File: config.mk
export PLATFORM = sky130hd
export DESIGN_NAME = unaligned_splitter
export DESIGN_NICKNAME = d
export VERILOG_FILES = /design/src/rtl/splitter_pkg.sv /design/src/rtl/splitter_plan.sv /design/src/rtl/splitter_merge.sv /design/src/rtl/unaligned_splitter.sv
export SDC_FILE = /design/constraint.sdc
export NUM_CORES = 1
export LEC_CHECK = 0
export ABC_AREA = 1
export BUFFER_PORTS_ARGS = -buffer_cell sky130_fd_sc_hd__clkbuf_2
export CORE_MARGIN = 3
export CORE_UTILIZATION = 40
export DETAILED_ROUTE_END_ITERATION = 16
export GPL_ROUTABILITY_DRIVEN = 0
export SLEW_MARGIN = 10
export SYNTH_ARGS = -nofsm -noshare
export SYNTH_HDL_FRONTEND = slang
export SYNTH_SLANG_ARGS = --single-unit
File: constraint.sdc
create_clock -name clk_i -period 2.5 [get_ports clk_i]
set_input_delay 0.375 -clock clk_i [delete_from_list [all_inputs] [get_ports clk_i]]
set_output_delay 0.375 -clock clk_i [all_outputs]
set_load 0.01 [all_outputs]
File: src/rtl/splitter_pkg.sv
package splitter_pkg;
  localparam int unsigned DW = 32;

  typedef enum logic [1:0] {
    SZ_BYTE = 2'd0,
    SZ_WORD = 2'd1,
    SZ_LONG = 2'd2,
    SZ_RSVD = 2'd3
  } size_e;

  typedef struct packed {
    logic [1:0]    off;
    logic [2:0]    cnt;
    logic [DW-1:0] data;
  } frag_t;

  function automatic logic [DW-1:0] cnt_mask(input logic [2:0] cnt);
    logic [DW-1:0] m;
    m = '0;
    for (int i = 0; i < 4; i++)
      if (3'(i) < cnt) m[8*i +: 8] = 8'hFF;
    return m;
  endfunction

  function automatic logic [2:0] size_bytes(input size_e s);
    case (s)
      SZ_BYTE: return 3'd1;
      SZ_WORD: return 3'd2;
      default: return 3'd4;
    endcase
  endfunction
endpackage

File: src/rtl/splitter_plan.sv
module splitter_plan
  import splitter_pkg::*;
#(
  parameter int unsigned AW        = 32,
  parameter int unsigned PAGE_BITS = 9
) (
  input  logic [AW-1:0] addr_i,
  input  logic [AW-1:0] addr2_i,
  input  size_e         size_i,
  input  logic [DW-1:0] wdata_i,
  output logic          split_o,
  output logic [AW-1:0] lo_base_o,
  output logic [AW-1:0] hi_base_o,
  output frag_t         lo_o,
  output frag_t         hi_o
);
  localparam int unsigned LWB = AW - 2;

  logic [1:0] bo;
  logic [2:0] nbytes, lo_cnt, hi_cnt;
  logic [3:0] span;
  logic       page_end;
  logic [AW-1:0] next_lw, xlat_lw;

  assign bo       = addr_i[1:0];
  assign nbytes   = size_bytes(size_i);
  assign span     = {2'b00, bo} + {1'b0, nbytes};
  assign split_o  = span > 4'd4;
  assign lo_cnt   = split_o ? (3'd4 - {1'b0, bo}) : nbytes;
  assign hi_cnt   = split_o ? (nbytes - lo_cnt) : 3'd0;
  // last longword of the page: the next one must come from translation
  assign page_end = &addr_i[PAGE_BITS-1:2];
  assign next_lw  = {addr_i[AW-1:2] + LWB'(1), 2'b00};
  assign xlat_lw  = addr2_i & ~AW'(3);

  assign lo_base_o = {addr_i[AW-1:2], 2'b00};
  assign hi_base_o = page_end ? xlat_lw : next_lw;

  always_comb begin
    lo_o.off  = bo;
    lo_o.cnt  = lo_cnt;
    lo_o.data = wdata_i & cnt_mask(lo_cnt);
    hi_o.off  = 2'd0;
    hi_o.cnt  = hi_cnt;
    hi_o.data = (wdata_i >> {lo_cnt, 3'b000}) & cnt_mask(hi_cnt);
  end
endmodule

File: src/rtl/splitter_merge.sv
module splitter_merge
  import splitter_pkg::*;
(
  input  logic [DW-1:0] lo_i,
  input  logic [DW-1:0] hi_i,
  input  logic [2:0]    lo_cnt_i,
  input  logic [2:0]    hi_cnt_i,
  output logic [DW-1:0] word_o
);
  logic [DW-1:0] lo_m, hi_m;
  assign lo_m   = lo_i & cnt_mask(lo_cnt_i);
  assign hi_m   = hi_i & cnt_mask(hi_cnt_i);
  assign word_o = lo_m | (hi_m << {lo_cnt_i, 3'b000});
endmodule

File: src/rtl/unaligned_splitter.sv
module unaligned_splitter
  import splitter_pkg::*;
#(
  parameter int unsigned AW        = 32,
  parameter int unsigned PAGE_BITS = 9
) (
  input  logic          clk_i,
  input  logic          rst_ni,
  input  logic          req_valid_i,
  output logic          req_ready_o,
  input  logic [AW-1:0] req_addr_i,
  input  logic [1:0]    req_size_i,
  input  logic          req_write_i,
  input  logic [31:0]   req_wdata_i,
  input  logic [AW-1:0] req_addr2_i,
  output logic          frag_valid_o,
  input  logic          frag_ready_i,
  output logic [AW-1:0] frag_addr_o,
  output logic [1:0]    frag_offset_o,
  output logic [2:0]    frag_count_o,
  output logic          frag_write_o,
  output logic [31:0]   frag_wdata_o,
  input  logic          rsp_valid_i,
  input  logic [31:0]   rsp_rdata_i,
  output logic          done_o,
  output logic [31:0]   rdata_o
);
  typedef enum logic [2:0] {
    ST_IDLE, ST_LO, ST_LO_WAIT, ST_HI, ST_HI_WAIT
  } state_e;

  state_e        state_q;
  logic          split_d, split_q, write_q, done_q;
  logic [AW-1:0] lo_base_d, hi_base_d, lo_base_q, hi_base_q;
  frag_t         lo_d, hi_d, lo_q, hi_q;
  logic [DW-1:0] lo_rdata_q, rdata_q, merged;
  logic [DW-1:0] m_lo;
  logic [2:0]    m_hi_cnt;
  logic          sel_hi;

  splitter_plan #(.AW(AW), .PAGE_BITS(PAGE_BITS)) u_plan (
    .addr_i   (req_addr_i),
    .addr2_i  (req_addr2_i),
    .size_i   (size_e'(req_size_i)),
    .wdata_i  (req_wdata_i),
    .split_o  (split_d),
    .lo_base_o(lo_base_d),
    .hi_base_o(hi_base_d),
    .lo_o     (lo_d),
    .hi_o     (hi_d)
  );

  // unsplit request completes from the live response
  assign m_lo     = (state_q == ST_LO_WAIT) ? rsp_rdata_i : lo_rdata_q;
  assign m_hi_cnt = (state_q == ST_HI_WAIT) ? hi_q.cnt : 3'd0;

  splitter_merge u_merge (
    .lo_i    (m_lo),
    .hi_i    (rsp_rdata_i),
    .lo_cnt_i(lo_q.cnt),
    .hi_cnt_i(m_hi_cnt),
    .word_o  (merged)
  );

  always_ff @(posedge clk_i or negedge rst_ni) begin
    if (!rst_ni) begin
      state_q    <= ST_IDLE;
      split_q    <= 1'b0;
      write_q    <= 1'b0;
      done_q     <= 1'b0;
      lo_base_q  <= '0;
      hi_base_q  <= '0;
      lo_q       <= '0;
      hi_q       <= '0;
      lo_rdata_q <= '0;
      rdata_q    <= '0;
    end else begin
      done_q <= 1'b0;
      case (state_q)
        ST_IDLE: if (req_valid_i) begin
          split_q   <= split_d;
          write_q   <= req_write_i;
          lo_base_q <= lo_base_d;
          hi_base_q <= hi_base_d;
          lo_q      <= lo_d;
          hi_q      <= hi_d;
          state_q   <= ST_LO;
        end
        ST_LO: if (frag_ready_i) state_q <= ST_LO_WAIT;
        ST_LO_WAIT: if (rsp_valid_i) begin
          lo_rdata_q <= rsp_rdata_i;
          if (split_q) state_q <= ST_HI;
          else begin
            state_q <= ST_IDLE;
            done_q  <= 1'b1;
            rdata_q <= merged;
          end
        end
        ST_HI: if (frag_ready_i) state_q <= ST_HI_WAIT;
        ST_HI_WAIT: if (rsp_valid_i) begin
          state_q <= ST_IDLE;
          done_q  <= 1'b1;
          rdata_q <= merged;
        end
        default: state_q <= ST_IDLE;
      endcase
    end
  end

  assign sel_hi        = (state_q == ST_HI) || (state_q == ST_HI_WAIT);
  assign req_ready_o   = (state_q == ST_IDLE);
  assign frag_valid_o  = (state_q == ST_LO) || (state_q == ST_HI);
  assign frag_addr_o   = sel_hi ? hi_base_q : lo_base_q;
  assign frag_offset_o = sel_hi ? hi_q.off  : lo_q.off;
  assign frag_count_o  = sel_hi ? hi_q.cnt  : lo_q.cnt;
  assign frag_wdata_o  = sel_hi ? hi_q.data : lo_q.data;
  assign frag_write_o  = write_q;
  assign done_o        = done_q;
  assign rdata_o       = rdata_q;
endmodule

==> impl_metrics.tcl <==
set metrics [dict create \
    final_nets 1918 \
    wl_per_cell_um 16.6 \
    die_width_um 174 \
    yosys.area.top_type "dfrtp_1" \
    seqCellArea_um2 5060 \
    slew_viol_final 0 \
    nFillCells 2733 \
    synth_area_leaders "dfrtp_1 45%, nand2_1 14%, o21ai_0 8.8%" \
    via_per_inst 5.17 \
    gr-total-overflow 0 \
    io_buffers 236 \
    hold_slack_ps 34.7 \
    cts_root_buf "clkbuf_16" \
    clkTransAtPathRegs_ps 60 \
    grt_pass1_wl_um 58800 \
    critical_path.max_fanout 20 \
    synthMostInstantiatedCell "nand2_1" \
    clk_latency_ps 540 \
    pwr-share-seq 0.329 \
    required_ps 2120 \
    synth_top_area_share 0.450 \
    antenna_left 0 \
    vias 11200 \
    power_density_nw_per_um2 1150 \
    worstHoldEndpoint "frag_write_o" \
    cts.htree.levels 1 \
    finalWirelength_um 36000 \
    grt_pass1_vias 11000 \
    dr.pass1.iters 5 \
    cp.buffers_inverters 3 \
    io_pins 241 \
    p_leak_uw 0.00720 \
    antenna_found_initial 0 \
    start_kind "flop" \
    pwr-share-comb 0.465 \
    power.internal_uw 9720 \
    max-clock-path-buffers 3 \
    synth.distinct_cells 50 \
    drc 0 \
    layout-drive-gt1-share 0.243 \
    clockPowerShare 0.205 \
    area_growth_pct 27.6 \
    netlist_area_um2 11200 \
    setup_viol 0 \
    rows 60 \
    core_um2 27300 \
    syn_avg_cell_area_um2 7.41 \
    synthCells 1515 \
    fp.dieArea_um2 30100 \
    status "complete, no violations" \
    timing.rr.end "hi_base_q[19]" \
    critPathTopFamily "buffers and inverters" \
    drt_iter0_drc 969 \
    async_flop_share 1.00 \
    synth-edff-count 0 \
    synth_common_cells "412 x nand2_1, 202 x dfrtp_1, 197 x o21ai_0" \
    hp-class "in2reg" \
    yosysSeqAreaShare 0.450 \
    reg2reg_slack_ps 310 \
    track_usage 0.237 \
    yosys_register_bits 202 \
    tritoncts "built" \
    max_stage_delay_ps 380 \
    fin_tns_setup_ps 0 \
    worstHoldStart "req_write_i" \
    cp_slowest_cell "dfrtp_1" \
    diodes 0 \
    start_util 0.412 \
    r2r-start "state_q[2]" \
    drv_cap 0 \
    multi_input_area_um2 5390 \
    ys_warn_count 0 \
    worstSetupPathType "reg2out" \
    place_hpwl_um 25400 \
    worstMarginPinSlew_ps 651 \
    maxSlewHeadroom 0.563 \
    critPathArrivalTime_ps 2070 \
    period_share 0.980 \
    power_uw 16500 \
    utilization 0.526 \
    irDropWorstVdd_mv 0.555 \
    worst_setup_path_end_kind "output port" \
    crit_chain "inv_2, nor2_4, nand2_4, nand2_8, bufbuf_16, o21ai_0, clkbuf_2" \
    fin_crit_ps 2450 \
    fin_area_um2 14300 \
    ys_dominant_reg_cell "dfrtp_1" \
    power.switching_uw 6770 \
    grt_max_degree 97 \
    hold_path_depth 3 \
    numCtsBuffers 25 \
    worst_r2r_path_depth 7 \
    skew_ps 26.8 \
    hold_viol 0 \
    fmax_mhz 408 \
    die_y_um 174 \
    clock_sinks 202 \
    netSwitchingFraction 0.411 \
    placedInstanceArea_um2 13200 \
    rsz0062_at_grt "true" \
]
==> power groups by stage <==
stage / Clock, µW / Sequential (µW) / Combinational, µW
after global placement: 0 / 5430 / 7030
final: 3380 / 5430 / 7680
after detailed placement: 0 / 5460 / 7100
after floorplan: 0 / 5390 / 4400
after global routing: 3610 / 5610 / 8560
after CTS: 3470 / 5430 / 7710
==> placed cells by master (no fill, tap or decap), drive strengths merged, types with 9 or more instances in the layout <==
cell    instances
a21oi          59
a31oi          15
and2            9
buf            73
clkbuf        263
clkinv         12
dfrtp         202
inv           159
mux2           22
nand2         426
nand3          53
nand4          26
nor2          169
o211ai         21
o21ai         210
o22ai          18
==> stage by stage <==
stage | instances | setup WS [ps]
6_report | 2165 | 50.3
5_1_grt | 2165 | -23.7
4_1_cts | 2164 | 13.1
3_5_place_dp | 2106 | -489
3_3_place_gp | 2106 | -452
2_1_floorplan | 1516 | -346
==> logic make-up (layout without fill, tap and decap cells) <==
group | count (synthesis) | after routing | share of synthesized area
buffers and inverters | 238 | 514 | 0.0864
AND/OR/NAND/NOR | 696 | 697 | 0.260
other | 1 | 2 | 0.000334
flip-flops | 202 | 202 | 0.450
multiplexers | 22 | 22 | 0.0221
AO/OA/AOI/OAI | 348 | 348 | 0.171
adder cells (fa/ha/maj) | 7 | 7 | 0.00847
XOR/XNOR | 1 | 1 | 0.000780
==> sequential cells by signal (all words and copies together) (netlist names) <==
register and cells:
hi_base_q 30, lo_q 37, rdata_o 32, frag_write_o 1
lo_base_q 30, split_q 1, done_o 1, lo_rdata_q 32
state_q 3, hi_q 35
==> tightest hold or removal path: cells and delay by family <==
family,cells,cell delay [ps]
simple gates,2,90
buf+inv,1,70
==> repair_timing <==
action / CTS / global route
cloned: 7 / 0
resized for setup: 19 / 12
hold buffers: 1 / 0
endpoints found under the hold margin: 46 / 0
setup buffers: 5 / 1
endpoints found under the setup margin: 39 / 58
pin swaps: 4 / 4
==> layout make-up <==
cell class | count | area share
clock buffers | 30 | 0.0450
clock inverters | 15 | 0.00760
inverters | 159 | 0.0435
multi-input cells | 1077 | 0.376
flip-flops and latches | 202 | 0.353
well taps | 372 | 0.0325
repair buffers | 310 | 0.142
==> per-layer routing <==
layer / track usage / wire length, µm
met3: 0.0523 / 2520
met4: 0.0659 / 975
met2: 0.383 / 16600
met1: 0.321 / 16000
met5: 0 / 0
==> worst max-delay path by stage <==
stage                        from                to  slack (ps)  depth (start not counted)
finish                 state_q[1]  frag_wdata_o[26]          50                          7
global route           state_q[1]   frag_addr_o[18]         -20                          8
CTS                    state_q[0]    frag_addr_o[8]          10                          7
detailed placement  req_size_i[0]           hi_q[2]        -490                         23
global placement    req_size_i[0]           hi_q[0]        -450                         23
floorplan           req_size_i[0]          hi_q[24]        -350                         23
Power figures use the tool's default switching activity.
